### src/rtl/sw_pkg.sv
package sw_pkg;
    localparam int DIG_W = 4;
    typedef logic [DIG_W-1:0] bcd_t;
    localparam bcd_t BCD_TOP = 4'd9;
    typedef enum logic {
        ST_HALT  = 1'b0,
        ST_COUNT = 1'b1
    } run_state_e;
endpackage

### src/rtl/sw_prescaler.sv
module sw_prescaler #(
    parameter int BITS = 20
) (
    input  logic clk,
    input  logic rst,
    output logic tick
);
    logic [BITS-1:0] cnt_q;

    always_ff @(posedge clk) begin
        if (rst) cnt_q <= '0;
        else     cnt_q <= cnt_q + 1'b1;
    end

    // counter full: the wrap edge is the tick edge
    assign tick = &cnt_q;
endmodule

### src/rtl/sw_run_fsm.sv
module sw_run_fsm
    import sw_pkg::*;
(
    input  logic clk,
    input  logic rst,
    input  logic run,
    input  logic tick,
    output logic adv
);
    run_state_e state_q, state_d;

    always_comb begin
        state_d = state_q;
        unique case (state_q)
            ST_HALT:  if (run)  state_d = ST_COUNT;  // T_START
            ST_COUNT: if (!run) state_d = ST_HALT;   // T_STOP
            default:            state_d = ST_HALT;
        endcase
    end

    always_ff @(posedge clk) begin
        if (rst) state_q <= ST_HALT;
        else     state_q <= state_d;
    end

    always_comb begin
        adv = 1'b0;
        unique case (state_q)
            ST_HALT:  adv = 1'b0;
            ST_COUNT: adv = tick;
            default:  adv = 1'b0;
        endcase
    end
endmodule

### src/rtl/sw_bcd_digit.sv
module sw_bcd_digit
    import sw_pkg::*;
(
    input  logic clk,
    input  logic rst,
    input  logic clr,
    input  logic inc,
    output bcd_t digit,
    output logic at_top
);
    bcd_t val_q;

    always_ff @(posedge clk) begin
        if (rst || clr)
            val_q <= '0;
        else if (inc)
            val_q <= (val_q == BCD_TOP) ? bcd_t'(0) : val_q + 1'b1;
    end

    assign digit  = val_q;
    assign at_top = (val_q == BCD_TOP);
endmodule

### src/rtl/bcd_stopwatch.sv
module bcd_stopwatch
    import sw_pkg::*;
#(
    parameter int PRESCALE_BITS = 20,
    parameter int NUM_DIGITS    = 4
) (
    input  logic                        clk,
    input  logic                        rst,
    input  logic                        run,
    input  logic                        clr,
    output logic [DIG_W*NUM_DIGITS-1:0] count_bcd
);
    logic tick;
    logic adv;
    logic [NUM_DIGITS:0]   carry;
    logic [NUM_DIGITS-1:0] top_flag;

    sw_prescaler #(.BITS(PRESCALE_BITS)) u_pre (
        .clk  (clk),
        .rst  (rst),
        .tick (tick)
    );

    sw_run_fsm u_fsm (
        .clk  (clk),
        .rst  (rst),
        .run  (run),
        .tick (tick),
        .adv  (adv)
    );

    assign carry[0] = adv;

    for (genvar g = 0; g < NUM_DIGITS; g++) begin : g_dig
        bcd_t dval;
        sw_bcd_digit u_dig (
            .clk    (clk),
            .rst    (rst),
            .clr    (clr),
            .inc    (carry[g]),
            .digit  (dval),
            .at_top (top_flag[g])
        );
        // enable ripples upward only through digits sitting at nine
        assign carry[g+1] = carry[g] & top_flag[g];
        assign count_bcd[g*DIG_W +: DIG_W] = dval;
    end
endmodule

### config.mk
export PLATFORM = sky130hd
export DESIGN_NAME = bcd_stopwatch
export DESIGN_NICKNAME = d
export VERILOG_FILES = /design/src/rtl/sw_pkg.sv /design/src/rtl/sw_prescaler.sv /design/src/rtl/sw_run_fsm.sv /design/src/rtl/sw_bcd_digit.sv /design/src/rtl/bcd_stopwatch.sv
export SDC_FILE = /design/constraint.sdc
export NUM_CORES = 1
export LEC_CHECK = 0
export ABC_AREA = 1
export ABC_CLOCK_PERIOD_IN_PS = 2200
export BUFFER_PORTS_ARGS = -buffer_cell sky130_fd_sc_hd__buf_2
export CAP_MARGIN = 20
export CORE_ASPECT_RATIO = 0.5
export CORE_UTILIZATION = 57
export DETAILED_ROUTE_END_ITERATION = 12
export PLACE_DENSITY = 0.82
export SYNTH_ARGS = -nofsm -noshare
export SYNTH_HDL_FRONTEND = slang
export SYNTH_SLANG_ARGS = --single-unit
### constraint.sdc
create_clock -name clk -period 2.2 [get_ports clk]
set_input_delay 0 -clock clk [delete_from_list [all_inputs] [get_ports clk]]
set_output_delay 0 -clock clk [all_outputs]
set_load 0.01 [all_outputs]
# Yosys cells after proc, flatten, opt, wreduce, memory -nomap -nowiden
# Index checks and enable logic that the tools add are counted.
# totals
reg_bits	37
latch_bits	0
ram_bits	0
romBits	0
inputBits	4
output_inout_bits	16
mem_count	0
# classes
addsub	5
n_mul	0
div_mod_pow	0
order_cmp	0
n_eq_ne	4
n_shift	0
mux	6
n_bitwise	4
reduce_logical	2
# ops
op	count
adder 20 x 1 -> 20 bit (second input constant)	1
AND reduction 20 bit	1
adder 4 x 1 -> 4 bit (second input constant)	4
equality test 4 bit (second input constant)	4
two-way mux 4 bit	4
bitwise AND 1 bit	3
one-hot mux 1 bit (2 select lines)	1
logical OR 1 bit	1
two-way mux 1 bit	1
NOT 1 bit	1

# Logic depth before layout (Yosys ltp)
# logic_depth
depth_word	5
depth_mapped	10
mapped_depth_nobuf	10

# Modules after synthesis
# Synthesis repeated with hierarchy kept, for this count alone.
# hier_totals
cells_unflattened	282
area_unflattened_um2	1931.9
# modules_own_cells
mod	instances	cells_each	area_each_um2	seq_area_each_um2
sw_prescaler	1	147	1042.2	400.4
sw_bcd_digit	4	31	205.2	80.1
sw_run_fsm	1	5	37.5	20.0
bcd_stopwatch	1	6	31.3	0.0

# Worst setup path before layout
# No wires, ideal clock.
# synth_path
path_type	flip-flop to flip-flop
startpoint	register u_pre.cnt_q[0]
endpoint	register g_dig[1].u_dig.val_q[2]
setup_ns	0.114
arrival_ns	1.427
path_slack_ns	0.659
stages_incl_launch_ff	10
n_path_buf	0
period_less_slack_ns	1.541
path_cell_list	dfxtp_1 > ha_1 > nand2_1 > nor2_1 > nand2_2 > nor2_8 > nand3_4 > nor2_1 > xor2_1 > nor2_1
# synth_via
elab_chain_cells	3
# synth_lines
element	line	source
start, declared	sw_prescaler.sv:8	logic [BITS-1:0] cnt_q;
start signal, assigned	sw_prescaler.sv:12	else cnt_q <= cnt_q + 1'b1;
AND reduction 20 bit	sw_prescaler.sv:16	assign tick = &cnt_q;
one-hot mux 1 bit (2 select lines)	sw_run_fsm.sv:28	unique case (state_q)
bitwise AND 1 bit	bcd_stopwatch.sv:45	assign carry[g+1] = carry[g] & top_flag[g];
end signal, assigned	sw_bcd_digit.sv:17	val_q <= (val_q == BCD_TOP) ? bcd_t'(0) : val_q + 1'b1;
end, declared	sw_bcd_digit.sv:11	bcd_t val_q;
# Every way passes these cells.
# A chain may end at the register's enable or synchronous reset.

# Worst setup path after layout
# layout_path
startpoint	register u_pre.cnt_q[0]
endpoint	register g_dig[3].u_dig.val_q[3]
# layout_via
elab_chain_cells	5
# layout_lines
element	line
AND reduction 20 bit	sw_prescaler.sv:16
one-hot mux 1 bit (2 select lines)	sw_run_fsm.sv:28
bitwise AND 1 bit (3 in series)	bcd_stopwatch.sv:45
end signal, assigned	sw_bcd_digit.sv:17
end, declared	sw_bcd_digit.sv:11
# Every way passes these cells.

==> summary.txt <==
STA
  • Final Setup Violations: 0
  • Slew margin rel.: 78.5%
  • Worst Hold Slack: 49.6 ps
  • Fmax achieved: approximately 0.6 GHz
  • Final Skew: 8.25 ps
  • Worst slew pin tran: roughly 320 ps
  • Min Clock Period, post-route: 1700 ps
  • Setup WS post-layout: 505 ps
  • Setup TNS Final: 0 ps
  • Final worst-path cycle share: 77.0%
  • Final Hold Viols: 0
  • Max Transition Viols Final: 0
  • RSZ-0062 raised after global routing: no

Global route
  • Largest net degree at the start of global routing: 16
  • Global-route wire length before repair: about 4900 um
  • Most Used Layer, Global Route: met2
  • GRT Util Overall: 20.9%
  • Initial antenna violation count: 0
  • Met3 usage: between 7 and 8%
  • Number of global-route vias before repair: between 1000 and 1500
  • Global Route met2 Usage: 35.6%
  • M1 GR Usage: 24.5%
  • Total congestion overflow: 0

Routing
  • Routed Antenna Nets: 0
  • Initial drt markers: 33
  • DR vias/cell: 4.93
  • Mean routed wirelength per cell: 10.2 um
  • Via count of the routed design: 1513
  • Detailed-router iteration count before antenna repair: 4
  • DRC viols: 0
  • Final wirelength: 3120 um

Clock network
  • Setup bufs post-CTS: 0
  • Worst skew pair latency: 290 ps
  • # hold bufs at CTS: 1
  • H-Tree Depth: 2
  • CTS Root Cell: clkbuf_8
  • Clock Path Buffers: 2
  • Reg clk slew, reported paths: 70 ps
  • Num Clock Sinks: 37
  • Post-CTS resize count: 0
  • TritonCTS clock tree: done
  • CTS Buf Count: 5

Placement
  • Placed cell area: about 0.0019 mm2
  • Post-DP HPWL: 2250 um
  • RD Place Congestion: between 0.8 and 0.9
  • # port buffers: 19
  • Setup WS pre-CTS: 498 ps
  • Placed Cells: 298

Power and ir drop
  • Leakage: 0.750 nW
  • Power Density: just under 600 mW/mm2
  • Switch Pwr: 0.250 mW
  • Worst VDD drop: 0.455 mV
  • Internal power: approximately 0.9 mW
  • Total power: 1.16 mW
  • Seq pwr share: 58.3%
  • Sw Share: 21.5%
  • Clock network power share: 38.8%
  • Logic gate share of total power: 3.0%

Yosys
  • Register area share after synthesis: between 40% and 50%
  • Synth top area cells: dfxtp_1 (42%), nor2_1 (9.9%), nand2_1 (9.2%)
  • Synth Area per Inst: 7.18 um2
  • Asr flop ratio synth: 0%
  • Synth unique cells: 29
  • Post-synth EDFFs: 0
  • Post-Syn Instances: 244
  • Syn Nets: 249
  • Post-synth top area cell: dfxtp_1
  • Post-synth top flop: dfxtp_1
  • Share of the synthesized area in the top cell type: 42.3%
  • Yosys warnings: 0
  • Synthesized cell area: about 0.0018 mm2
  • Synth Register Bits: 37

Setup path
  • CP cell instances: ha_1 > nand2_1 > nor2_1 > nand2_2 > nor2_8 > nand4_4 > nor2_4 > nand2_1 > nand2_1 > nor2_1
  • Crit path largest cell delay: 340 ps
  • Family with the most delay on the worst path: simple AND/OR/NAND/NOR gates
  • CP Data Required Time: 2390 ps
  • CP Capture Type: register
  • Startpoint types: register
  • Reg-to-reg endpoint: g_dig[3].u_dig.digit[3]$_SDFFE_PP0P_
  • Most frequent CP cell: nand2_1
  • Crit path DAT: approximately 1900 ps
  • Crit path buf inv count: 0
  • Worst setup path class: reg -> reg
  • RR Startpoint: u_pre.cnt_q[0]$_SDFF_PP0_
  • Reg2reg setup slack: 500 ps
  • Crit-path max FO: 7
  • Worst R2R Path Depth: 10
  • Slowest-stage cell, CP: dfxtp_1

Final layout
  • Layout overhead on the synthesized area: 13.0%
  • Post-route cell area: 0.00198 mm2
  • Diodes inserted: 0
  • Layout Cells excl Fill: 307
  • Nets: roughly 270
  • # fillers: 226
  • Layout cell share with drive strength beyond 1: between 10% and 20%
  • Final Core Density: ~72%

Floorplanning
  • Core Region: 0.00275 mm2
  • Die Span X: roughly 80 um
  • Die Y: 41.2 um
  • Die area: roughly 0.0033 mm2
  • IO Pins: 20
  • Initial Util: about 64%
  • Cell Rows: 13

Run status
  • Status: finished clean

Hold path
  • Worst Hold Launch: rst
  • HP Class: in -> reg
  • Hold Path Depth: 2
  • Hold endpoint: u_pre.cnt_q[0]$_SDFF_PP0_

Run
  • Max cap viols: 0
==> synthesized netlist by cell type, drive strengths merged, types with 2 or more instances <==
cell type / number
and3: 2
inv: 29
dfxtp: 37
nand3: 12
xnor2: 4
clkbuf: 3
nand2: 47
a21oi: 20
nor2: 53
nand4: 5
nor3: 7
o21a: 4
o21ai: 13
==> area by class of cell <==
cell class	count	area, um2	area share [%]
tap	37	46.3	2.34
inverter	29	109	5.50
clock buffer	8	80.1	4.05
timing repair buffer	21	113	5.69
multi-input combinational	175	891	45.0
sequential	37	741	37.4
==> per-layer routing <==
metal / up-vias / routed length, um
met5: - / 0
met4: 0 / 58
met3: 9 / 120
met2: 20 / 1290
met1: 652 / 1650
li1: 832 / -
==> state kept, by name, indices dropped and copies added, names as in the netlist <==
register / count
g_dig.u_dig.digit: 16
u_pre.cnt_q: 20
u_fsm.state_q: 1
==> kinds of logic after synthesis <==
kind of cell / after synthesis / share of synthesized area [%]
fa+ha+maj: 1 / 0.714
simple gates: 128 / 34.9
buf+inv: 32 / 6.86
flops: 37 / 42.3
xor+xnor: 5 / 2.50
compound gates: 41 / 12.7
==> worst register-to-register path: stages, from the launching register on <==
cell and delay, ps:
dfxtp_1 340, ha_1 170, nand2_1 70, nor2_1 150
nand2_2 140, nor2_8 210, nand4_4 150, nor2_4 180
nand2_1 80, nand2_1 70, nor2_1 40
==> cells in the final DEF (no fill, tap or decap), types with 2 or more instances in the layout <==
master | netlist | final
nor2_1 | 46 | 46
nand2_1 | 43 | 43
dfxtp_1 | 37 | 37
inv_1 | 27 | 27
a21oi_1 | 20 | 20
buf_2 | 0 | 19
nand3_1 | 11 | 11
o21ai_0 | 9 | 9
nor3_1 | 7 | 7
clkbuf_8 | 0 | 5
nand2_2 | 4 | 4
nand4_1 | 4 | 4
o21ai_1 | 4 | 4
o21a_1 | 4 | 4
xnor2_1 | 4 | 4
nor2_4 | 3 | 3
nor2_2 | 3 | 3
clkbuf_1 | 3 | 3
inv_2 | 2 | 2
and3_1 | 2 | 2
==> worst max-delay path by stage <==
stage,depth (start not counted),end,start
after global placement,10,g_dig[3].u_dig.digit[2]$_SDFFE_PP0P_,u_pre.cnt_q[0]$_SDFF_PP0_
after CTS,10,g_dig[3].u_dig.digit[3]$_SDFFE_PP0P_,u_pre.cnt_q[0]$_SDFF_PP0_
after detailed placement,10,g_dig[3].u_dig.digit[3]$_SDFFE_PP0P_,u_pre.cnt_q[0]$_SDFF_PP0_
after global routing,10,g_dig[3].u_dig.digit[3]$_SDFFE_PP0P_,u_pre.cnt_q[0]$_SDFF_PP0_
final,10,g_dig[3].u_dig.digit[3]$_SDFFE_PP0P_,u_pre.cnt_q[0]$_SDFF_PP0_
after floorplan,9,g_dig[1].u_dig.digit[2]$_SDFFE_PP0N_,u_pre.cnt_q[0]$_SDFF_PP0_
==> power groups by stage <==
stage / registers, mW / clock network (mW) / logic (mW)
2_1_floorplan: 0.693 / 0 / 0.0231
3_3_place_gp: 0.693 / 0 / 0.0319
3_5_place_dp: 0.693 / 0 / 0.0330
4_1_cts: 0.678 / 0.459 / 0.0343
5_1_grt: 0.678 / 0.489 / 0.0402
6_report: 0.678 / 0.451 / 0.0344
Power figures use the tool's default switching activity.
